`src/rtl/adcseq_pkg.sv`:
```
package adcseq_pkg;
  typedef enum logic {PH_START = 1'b0, PH_RUN = 1'b1} seq_phase_t;
endpackage

```
`src/rtl/adcseq_ctrl.sv`:
```
module adcseq_ctrl
  import adcseq_pkg::*;
#(
  parameter int NCH      = 5,
  parameter int SELW     = 3,
  parameter int AVG_LOG2 = 4,
  localparam int CHW     = $clog2(NCH)
) (
  input  logic            clk,
  input  logic            rst,
  input  logic            cfg_avg_off,
  input  logic            cfg_single,
  input  logic [SELW-1:0] cfg_sel,
  input  logic            adc_valid,
  output logic            adc_req,
  output logic [CHW-1:0]  adc_chan,
  output logic            take,
  output logic            done,
  output logic            clr,
  output logic            avg_off_q
);

  seq_phase_t            ph_q;
  logic [CHW-1:0]        ch_q, rr_q, sel_ch, rr_next;
  logic                  single_q, avgoff_q;
  logic [AVG_LOG2-1:0]   cnt_q;
  logic                  cfg_diff, run, last;

  // codes beyond the last channel fold onto channel 0
  always_comb sel_ch = (int'(cfg_sel) < NCH) ? CHW'(cfg_sel) : '0;

  always_comb begin
    run      = (ph_q == PH_RUN);
    cfg_diff = (cfg_avg_off != avgoff_q) || (cfg_single != single_q) ||
               (single_q && (sel_ch != ch_q));
    take     = run && !cfg_diff && adc_valid;
    last     = avgoff_q || (cnt_q == '1);
    done     = take && last;
    clr      = (ph_q == PH_START);
    rr_next  = (ch_q == CHW'(NCH - 1)) ? '0 : ch_q + 1'b1;
  end

  always_ff @(posedge clk) begin
    if (rst) begin
      ph_q     <= PH_START;
      ch_q     <= '0;
      rr_q     <= '0;
      single_q <= 1'b0;
      avgoff_q <= 1'b0;
      cnt_q    <= '0;
    end else if (ph_q == PH_START) begin
      single_q <= cfg_single;
      avgoff_q <= cfg_avg_off;
      ch_q     <= cfg_single ? sel_ch : rr_q;
      cnt_q    <= '0;
      ph_q     <= PH_RUN;
    end else if (cfg_diff) begin
      ph_q <= PH_START;           // abort, partial sum dropped
    end else if (take) begin
      if (last) begin
        ph_q <= PH_START;
        if (!single_q) rr_q <= rr_next;
      end else begin
        cnt_q <= cnt_q + 1'b1;
      end
    end
  end

  assign adc_req   = run;
  assign adc_chan  = ch_q;
  assign avg_off_q = avgoff_q;

  assert_chan_hold_R2: assert property (@(posedge clk) disable iff (rst)
    (adc_req && $past(adc_req)) |-> $stable(adc_chan));

  assert_chan_range_R5: assert property (@(posedge clk) disable iff (rst)
    int'(adc_chan) < NCH);

  assert_gap_after_done_R10: assert property (@(posedge clk) disable iff (rst)
    done |=> !adc_req);

  assert_no_take_idle_R2: assert property (@(posedge clk) disable iff (rst)
    !adc_req |-> !take);

endmodule

```
`src/rtl/adcseq_accum.sv`:
```
module adcseq_accum #(
  parameter int DW       = 10,
  parameter int AVG_LOG2 = 4,
  localparam int ACCW    = DW + AVG_LOG2
) (
  input  logic          clk,
  input  logic          rst,
  input  logic          clr,
  input  logic          add,
  input  logic          avg_off,
  input  logic [DW-1:0] din,
  output logic [DW-1:0] result
);

  localparam logic [ACCW-1:0] ACC_MAX =
    ACCW'(((1 << AVG_LOG2) - 1) * ((1 << DW) - 1));

  logic [ACCW-1:0] acc_q, sum;

  always_comb begin
    sum    = acc_q + ACCW'(din);
    result = avg_off ? din : sum[ACCW-1:AVG_LOG2];
  end

  always_ff @(posedge clk) begin
    if (rst || clr) acc_q <= '0;
    else if (add)   acc_q <= sum;
  end

  // before the last sample the sum holds at most 15 full-scale samples
  assert_no_overflow_R3: assert property (@(posedge clk) disable iff (rst)
    acc_q <= ACC_MAX);

endmodule

```
`src/rtl/adcseq_bank.sv`:
```
module adcseq_bank #(
  parameter int DW   = 10,
  parameter int NCH  = 5,
  localparam int CHW = $clog2(NCH),
  localparam int NSLOT = 1 << CHW
) (
  input  logic           clk,
  input  logic           rst,
  input  logic           wr_en,
  input  logic [CHW-1:0] wr_addr,
  input  logic [DW-1:0]  wr_data,
  input  logic [CHW-1:0] rd_addr,
  output logic [DW-1:0]  rd_data
);

  logic [DW-1:0] mem [NSLOT];

  always_ff @(posedge clk) begin
    if (rst) begin
      for (int i = 0; i < NSLOT; i++) mem[i] <= '0;
      rd_data <= '0;
    end else begin
      rd_data <= (int'(rd_addr) < NCH) ? mem[rd_addr] : '0;
      if (wr_en) mem[wr_addr] <= wr_data;
    end
  end

  assert_write_addr_R9: assert property (@(posedge clk) disable iff (rst)
    wr_en |-> (int'(wr_addr) < NCH));

endmodule

```
`src/rtl/adcseq_top.sv`:
```
module adcseq_top #(
  parameter int DW       = 10,
  parameter int NCH      = 5,
  parameter int SELW     = 3,
  parameter int AVG_LOG2 = 4,
  localparam int CHW     = $clog2(NCH)
) (
  input  logic            clk,
  input  logic            rst,
  input  logic            cfg_avg_off,
  input  logic            cfg_single,
  input  logic [SELW-1:0] cfg_chan_sel,
  output logic            adc_req,
  output logic [CHW-1:0]  adc_chan,
  input  logic            adc_valid,
  input  logic [DW-1:0]   adc_data,
  input  logic [CHW-1:0]  rd_addr,
  output logic [DW-1:0]   rd_data
);

  logic          take, done, clr, avg_off_q;
  logic [DW-1:0] result;

  adcseq_ctrl #(.NCH(NCH), .SELW(SELW), .AVG_LOG2(AVG_LOG2)) u_ctrl (
    .clk(clk), .rst(rst),
    .cfg_avg_off(cfg_avg_off), .cfg_single(cfg_single), .cfg_sel(cfg_chan_sel),
    .adc_valid(adc_valid), .adc_req(adc_req), .adc_chan(adc_chan),
    .take(take), .done(done), .clr(clr), .avg_off_q(avg_off_q)
  );

  adcseq_accum #(.DW(DW), .AVG_LOG2(AVG_LOG2)) u_accum (
    .clk(clk), .rst(rst), .clr(clr), .add(take && !done),
    .avg_off(avg_off_q), .din(adc_data), .result(result)
  );

  adcseq_bank #(.DW(DW), .NCH(NCH)) u_bank (
    .clk(clk), .rst(rst), .wr_en(done), .wr_addr(adc_chan),
    .wr_data(result), .rd_addr(rd_addr), .rd_data(rd_data)
  );

  assert_avgoff_pass_R4: assert property (@(posedge clk) disable iff (rst)
    (done && avg_off_q) |-> (result == adc_data));

endmodule

```
`config.mk`:
```
export PLATFORM = sky130hd
export DESIGN_NAME = adcseq_top
export DESIGN_NICKNAME = d
export VERILOG_FILES = /design/src/rtl/adcseq_pkg.sv /design/src/rtl/adcseq_ctrl.sv /design/src/rtl/adcseq_accum.sv /design/src/rtl/adcseq_bank.sv /design/src/rtl/adcseq_top.sv
export SDC_FILE = /design/constraint.sdc
export NUM_CORES = 1
export LEC_CHECK = 0
export BUFFER_PORTS_ARGS = -buffer_cell sky130_fd_sc_hd__buf_2
export CORE_ASPECT_RATIO = 0.6
export CORE_MARGIN = 1.5
export CORE_UTILIZATION = 30
export CTS_BUF_LIST = sky130_fd_sc_hd__clkbuf_8
export DETAILED_ROUTE_END_ITERATION = 6
export PLACE_DENSITY = 0.59
export SYNTH_ARGS = -nofsm -noshare
export SYNTH_HDL_FRONTEND = slang
export SYNTH_SLANG_ARGS = --single-unit
export TNS_END_PERCENT = 10
```
`constraint.sdc`:
```
create_clock -name clk -period 2.4 [get_ports clk]
set_input_delay 0.24 -clock clk [delete_from_list [all_inputs] [get_ports clk]]
set_output_delay 0.24 -clock clk [all_outputs]
set_load 0.02 [all_outputs]
```
==> Yosys cells after proc, flatten, opt, wreduce, memory -nomap -nowiden <==
Memories as Yosys holds them, arrays and structs flattened. A register that Yosys moved wholly into a read port is not among the register bits.
Index checks and enable logic that the tools add are counted.
{ "totals": {"ram_bits": 80, "n_memories": 1, "elab_cells": 55, "inputBits": 21, "reg_bits": 27} }
{ "memory_table": {"columns": ["memory", "depth", "width", "rd", "rd_ports_with_merged_regs", "write_ports", "line_no", "text"], "rows": [
  ["u_bank.mem", 8, 10, 1, 1, 8, "adcseq_bank.sv:16", "logic [DW-1:0] mem [NSLOT];"]
]} }
{ "op_classes": {"bitwise_logic": 5, "n_reduce_logical": 16, "muxes": 16, "eq_ne": 5, "n_addsub": 3, "order_cmp": 2} }
{ "ops": {"columns": ["operator", "n"], "rows": [
  ["$mux 10", 2],
  ["$add 14x10->14", 1],
  ["$mux 3", 4],
  ["$mux 1", 10],
  ["$reduce_or 10->1", 1],
  ["$lt 3x3->1 const B", 2],
  ["$logic_and 1x1->1", 5],
  ["$not 1->1", 5],
  ["$reduce_and 5->1", 1],
  ["$add 4x1->4 const B", 1],
  ["$eq 4x4->1 const B", 1],
  ["$logic_or 1x1->1", 4],
  ["$reduce_or 2->1", 2],
  ["$add 3x1->3 const B", 1],
  ["$eq 3x3->1 const B", 1],
  ["$ne 3x3->1", 1],
  ["$reduce_and 3->1", 1],
  ["$logic_not 1->1", 2],
  ["$ne 1x1->1", 2]
]} }

==> Depth between registers and ports, before layout <==
{ "depth": {"depth_word": 14, "mapped_depth": 8, "depth_no_buf": 8} }

==> By module <==
Synthesis repeated with hierarchy kept, for this count alone.
{ "unflattened": {"cells_unflattened": 455, "area_unflattened_um2": 4755.8} }
{ "modules_own_cells": {"columns": ["mod", "cells_each", "seq_area_each_um2", "n_inst", "area_each_um2"], "rows": [
  ["adcseq_bank", 184, 1701.6, 1, 2581.2],
  ["adcseq_accum", 180, 280.3, 1, 1347.5],
  ["adcseq_ctrl", 90, 260.2, 1, 813.3],
  ["adcseq_top", 1, 0.0, 1, 13.8]
]} }

==> Worst setup path after synthesis <==
OpenSTA, ideal clock, no wires.
{ "synth_timing": {"path_type": "register to register", "from": "reg u_ctrl.ch_q[0], in the netlist u_ctrl.adc_chan[0]", "to": "mem u_bank.mem[3][0], enable pin", "arrival_ps": 2063, "stages_incl_launch_ff": 7, "n_path_buf": 1, "setup_time_ps": 339, "slack_ps": -2, "cell_sequence": "dfxtp_1 > buf_6 > xor2_1 > o41a_4 > a2111oi_4 > nand3_1 > or2b_1"} }
{ "synth_rtl": {"columns": ["element", "line_no", "text"], "rows": [
  ["start: declaration", "adcseq_ctrl.sv:24", "logic [CHW-1:0] ch_q, rr_q, sel_ch, rr_next;"],
  ["start signal: assignment", "adcseq_ctrl.sv:54", "ch_q <= cfg_single ? sel_ch : rr_q;"],
  ["end: declaration", "adcseq_bank.sv:16", null]
]} }

==> summary.log <==
INFO  critical_path  crit_type=flip-flop to flip-flop
INFO  yosys          asyncSetResetFlopFracSynth=0%
INFO  layout         antenna-diode-count=0
INFO  sta            setup_clock_skew_after_layout=0.01245ns
INFO  drt            vias=3640
INFO  critical_path  critPathRequiredTime=2.60ns
INFO  clock_tree     clk-insertion-delay-late=0.37ns
INFO  layout         area_growth=24.34%
INFO  clock_tree     clkTransAtPathRegs=0.10ns
INFO  yosys          synth_net_count=449
INFO  sta            report.final.hold_viol_count=0
INFO  power_and_ir_drop power.density=600.3nW/um^2
INFO  global_routing total_track_usage=15.78%
INFO  global_routing grt_start_max_net_pins=29
INFO  sta            worst_slew_slack_as_a_fraction_of_its_limit=49.70%
INFO  clock_tree     total_clock_buffers_created_by_cts=9
INFO  sta            timing.final.max_slew_violations=0
INFO  floorplanning  std_cell_rows=34
INFO  place          dp.cells=668
INFO  place          dp_hpwl=8.550mm
INFO  global_routing grt-ovfl-total=0
INFO  power_and_ir_drop sequential_fraction_of_design_power=49.3%
INFO  floorplanning  dieHeight=97.20um
INFO  global_routing first_global_vias=3499
INFO  sta            rsz0062_at_grt=yes
INFO  run            maxCapViolations=0
INFO  layout         final_cell_mix=57 x nor2_1, 50 x edfxtp_1, 46 x buf_4
INFO  drt            drt-initial-drc-count=350
INFO  sta            worst_slew_pin_slew=0.7476ns
INFO  power_and_ir_drop max-vdd-ir-drop=0.2290mV
INFO  clock_tree     cts_tree=yes
INFO  sta            totalNegativeSetupSlack=0ns
INFO  yosys          dominantRegCellSynth=edfxtp_1
INFO  critical_path  critical_path.max_fanout=5
INFO  layout         layout-drive-gt1-share=29.57%
INFO  sta            final_cycle_share=98.25%
INFO  power_and_ir_drop power_frac_comb=12.4%
INFO  drt            post_route_drc=0
INFO  drt            detail_route.first_pass.iterations=5
INFO  drt            route.detailed.wl_per_inst=17.60um
INFO  floorplanning  io-pin-count=35
INFO  yosys          ys_seq_area_share=50.54%
INFO  layout         finalNetCount=517
INFO  power_and_ir_drop power.net_switching=0.8343mW
INFO  drt            finalWirelength=12.05mm
INFO  power_and_ir_drop power.internal=2.478mW
INFO  clock_tree     cts.sinks=87
INFO  drt            ant_nets=0
INFO  global_routing first_pass_grt_wire_length=18.92mm
INFO  outcome        outcome=finished, final reports clean
INFO  floorplanning  core_area=14460um^2
INFO  critical_path  worstSetupStartpointType=flip-flop
INFO  place          gp_congestion=0.8802
INFO  layout         layout.cells.most_common=nor2_1
INFO  yosys          netlist_area=4437um^2
INFO  place          io_buffers=34
INFO  power_and_ir_drop p_leak=2.035nW
INFO  yosys          syn_avg_cell_area=10.72um^2
INFO  floorplanning  dieArea=15550um^2
INFO  sta            achievable-frequency=424.1MHz
INFO  yosys          synth.ff_latch_count=87
INFO  clock_tree     max-clock-path-buffers=2
INFO  drt            via_per_inst=5.314
INFO  floorplanning  initial_core_utilization=30.67%
INFO  yosys          synthesized_instance_count=414
INFO  sta            timing.final.crit_period=2.358ns
INFO  worst_hold_path timing.hold.worst.class=primary input to flip-flop
INFO  critical_path  cp-end-kind=flip-flop
INFO  yosys          synth.yosys.warnings=0
INFO  clock_tree     cts-root-buf=clkbuf_8
INFO  power_and_ir_drop power.share.clock=38.3%
INFO  sta            whs=0.1338ns
INFO  sta            setup_viol_count_final=0
INFO  floorplanning  floorplan.die.width=160um
INFO  global_routing antenna_found_initial=0
INFO  yosys          netlist-cell-type-count=50
INFO  clock_tree     cts-htree-levels=3
INFO  power_and_ir_drop switching_share=25.19%
INFO  critical_path  timing.critical_path.arrival=2.56ns
INFO  layout         finish.cell_count_without_fillers=685
INFO  yosys          synth-edff-count=50
==> worst paths after layout <==
path	from	end	slack, ns	depth (start not counted)
setup / recovery	u_accum.acc_q[0]	u_bank.mem[4][8]	0.04	10
hold / removal	cfg_avg_off	u_ctrl.avg_off_q	0.13	3
setup reg to reg	u_accum.acc_q[0]	u_bank.mem[4][8]	0.04	10
hold reg to reg	u_accum.acc_q[8]	u_accum.acc_q[8]	0.47	2
==> registers in the layout, indices dropped and copies added, names as in the netlist <==
register,count
u_accum.acc_q,14
u_ctrl.adc_chan,3
u_ctrl.cnt_q,4
u_ctrl.avg_off_q,1
u_bank.rd_data,10
u_ctrl.single_q,1
u_ctrl.rr_q,3
u_bank.mem,50
u_ctrl.adc_req,1
==> layout make-up <==
cell class	count	area [um^2]
repair buffers	83	575.6
multi-input cells	290	2165
clock inverters	7	118.9
well taps	198	247.7
flip-flops and latches	87	2245
fillers	1441	8947
clock buffers	9	123.9
inverters	11	41.29
==> cells by family (layout without fill, tap and decap cells) <==
family                   after synthesis  after routing  synth area share, %
adder cells (fa/ha/maj)               14             14                4.117
XOR/XNOR                               8              8                1.579
AND/OR/NAND/NOR                      145            145                15.68
multiplexers                          15             15                6.204
buffers and inverters                 37            110                3.638
flip-flops                            87             87                50.54
AO/OA/AOI/OAI                        108            108                18.25
==> per-stage QoR <==
step	cell area [um^2]	utilization (%)	setup WS, ns	power [mW]
after global placement	5136	35.51	-0.03434	2.059
after detailed placement	5136	35.51	-0.1224	2.065
final	5517	38.14	0.04197	3.312
after CTS	5420	37.47	0.006258	3.334
after floorplan	4441	-	0.05868	1.893
after global routing	5517	38.14	-0.02668	3.444
==> Yosys cell counts, drive strengths merged (2+ instances only) <==
library cell / instances / area, um^2
edfxtp: 50 / 1501
nand2: 23 / 86.33
nand2b: 8 / 50.05
buf: 9 / 56.30
xnor2: 5 / 43.79
mux2i: 5 / 50.05
a311oi: 11 / 96.34
xor2: 3 / 26.28
ha: 13 / 162.7
and2: 2 / 12.51
nand4: 2 / 12.51
a21oi: 23 / 115.1
clkbuf: 17 / 63.81
nand3: 11 / 55.05
nor2b: 4 / 25.02
a2111oi: 2 / 55.05
dfxtp: 37 / 740.7
a31oi: 2 / 12.51
nor4: 19 / 118.9
a211oi: 15 / 112.6
o21a: 5 / 37.54
a22oi: 10 / 75.07
mux4: 10 / 225.2
o21ai: 16 / 80.07
or3: 6 / 37.54
a31o: 2 / 17.52
nor3: 7 / 35.03
nor2: 57 / 214.0
a221oi: 2 / 23.77
inv: 11 / 41.29
or4: 3 / 22.52
o31ai: 7 / 52.55
o211a: 5 / 50.05
==> metal layers <==
| layer | vias to the layer above | part of all wire (%) | track usage (%) |
|---|---|---|---|
| li1 | 1724 | - | - |
| met1 | 1808 | 51 | 23.66 |
| met2 | 98 | 43 | 22.74 |
| met3 | 10 | 5.5 | 3.799 |
| met4 | 0 | 0.80 | 3.595 |
| met5 | - | 0 | 0 |
==> power groups by stage <==
| stage | Sequential (mW) | Clock, mW | Combinational (mW) |
|---|---|---|---|
| floorplan | 1.68 | 0 | 0.208 |
| global placement | 1.67 | 0 | 0.393 |
| detailed placement | 1.67 | 0 | 0.397 |
| CTS | 1.63 | 1.30 | 0.401 |
| global route | 1.64 | 1.36 | 0.444 |
| finish | 1.63 | 1.27 | 0.411 |
==> critical path: stages, from the launching register on <==
cell,delay (ns)
dfxtp_2,0.34
ha_2,0.18
inv_1,0.05
fa_2,0.34
nand2b_4,0.15
a211oi_2,0.20
buf_4,0.20
o2111ai_4,0.15
xor2_1,0.17
buf_4,0.16
a211oi_1,0.23
==> repair_timing <==
action,4_1_cts,5_1_grt
setup endpoints to repair,11,33
hold buffers,0,0
setup buffers,1,0
resized for setup,8,24
cloned,0,0
pin swaps,1,5
Note: power is estimated with default switching activity, not from simulation.
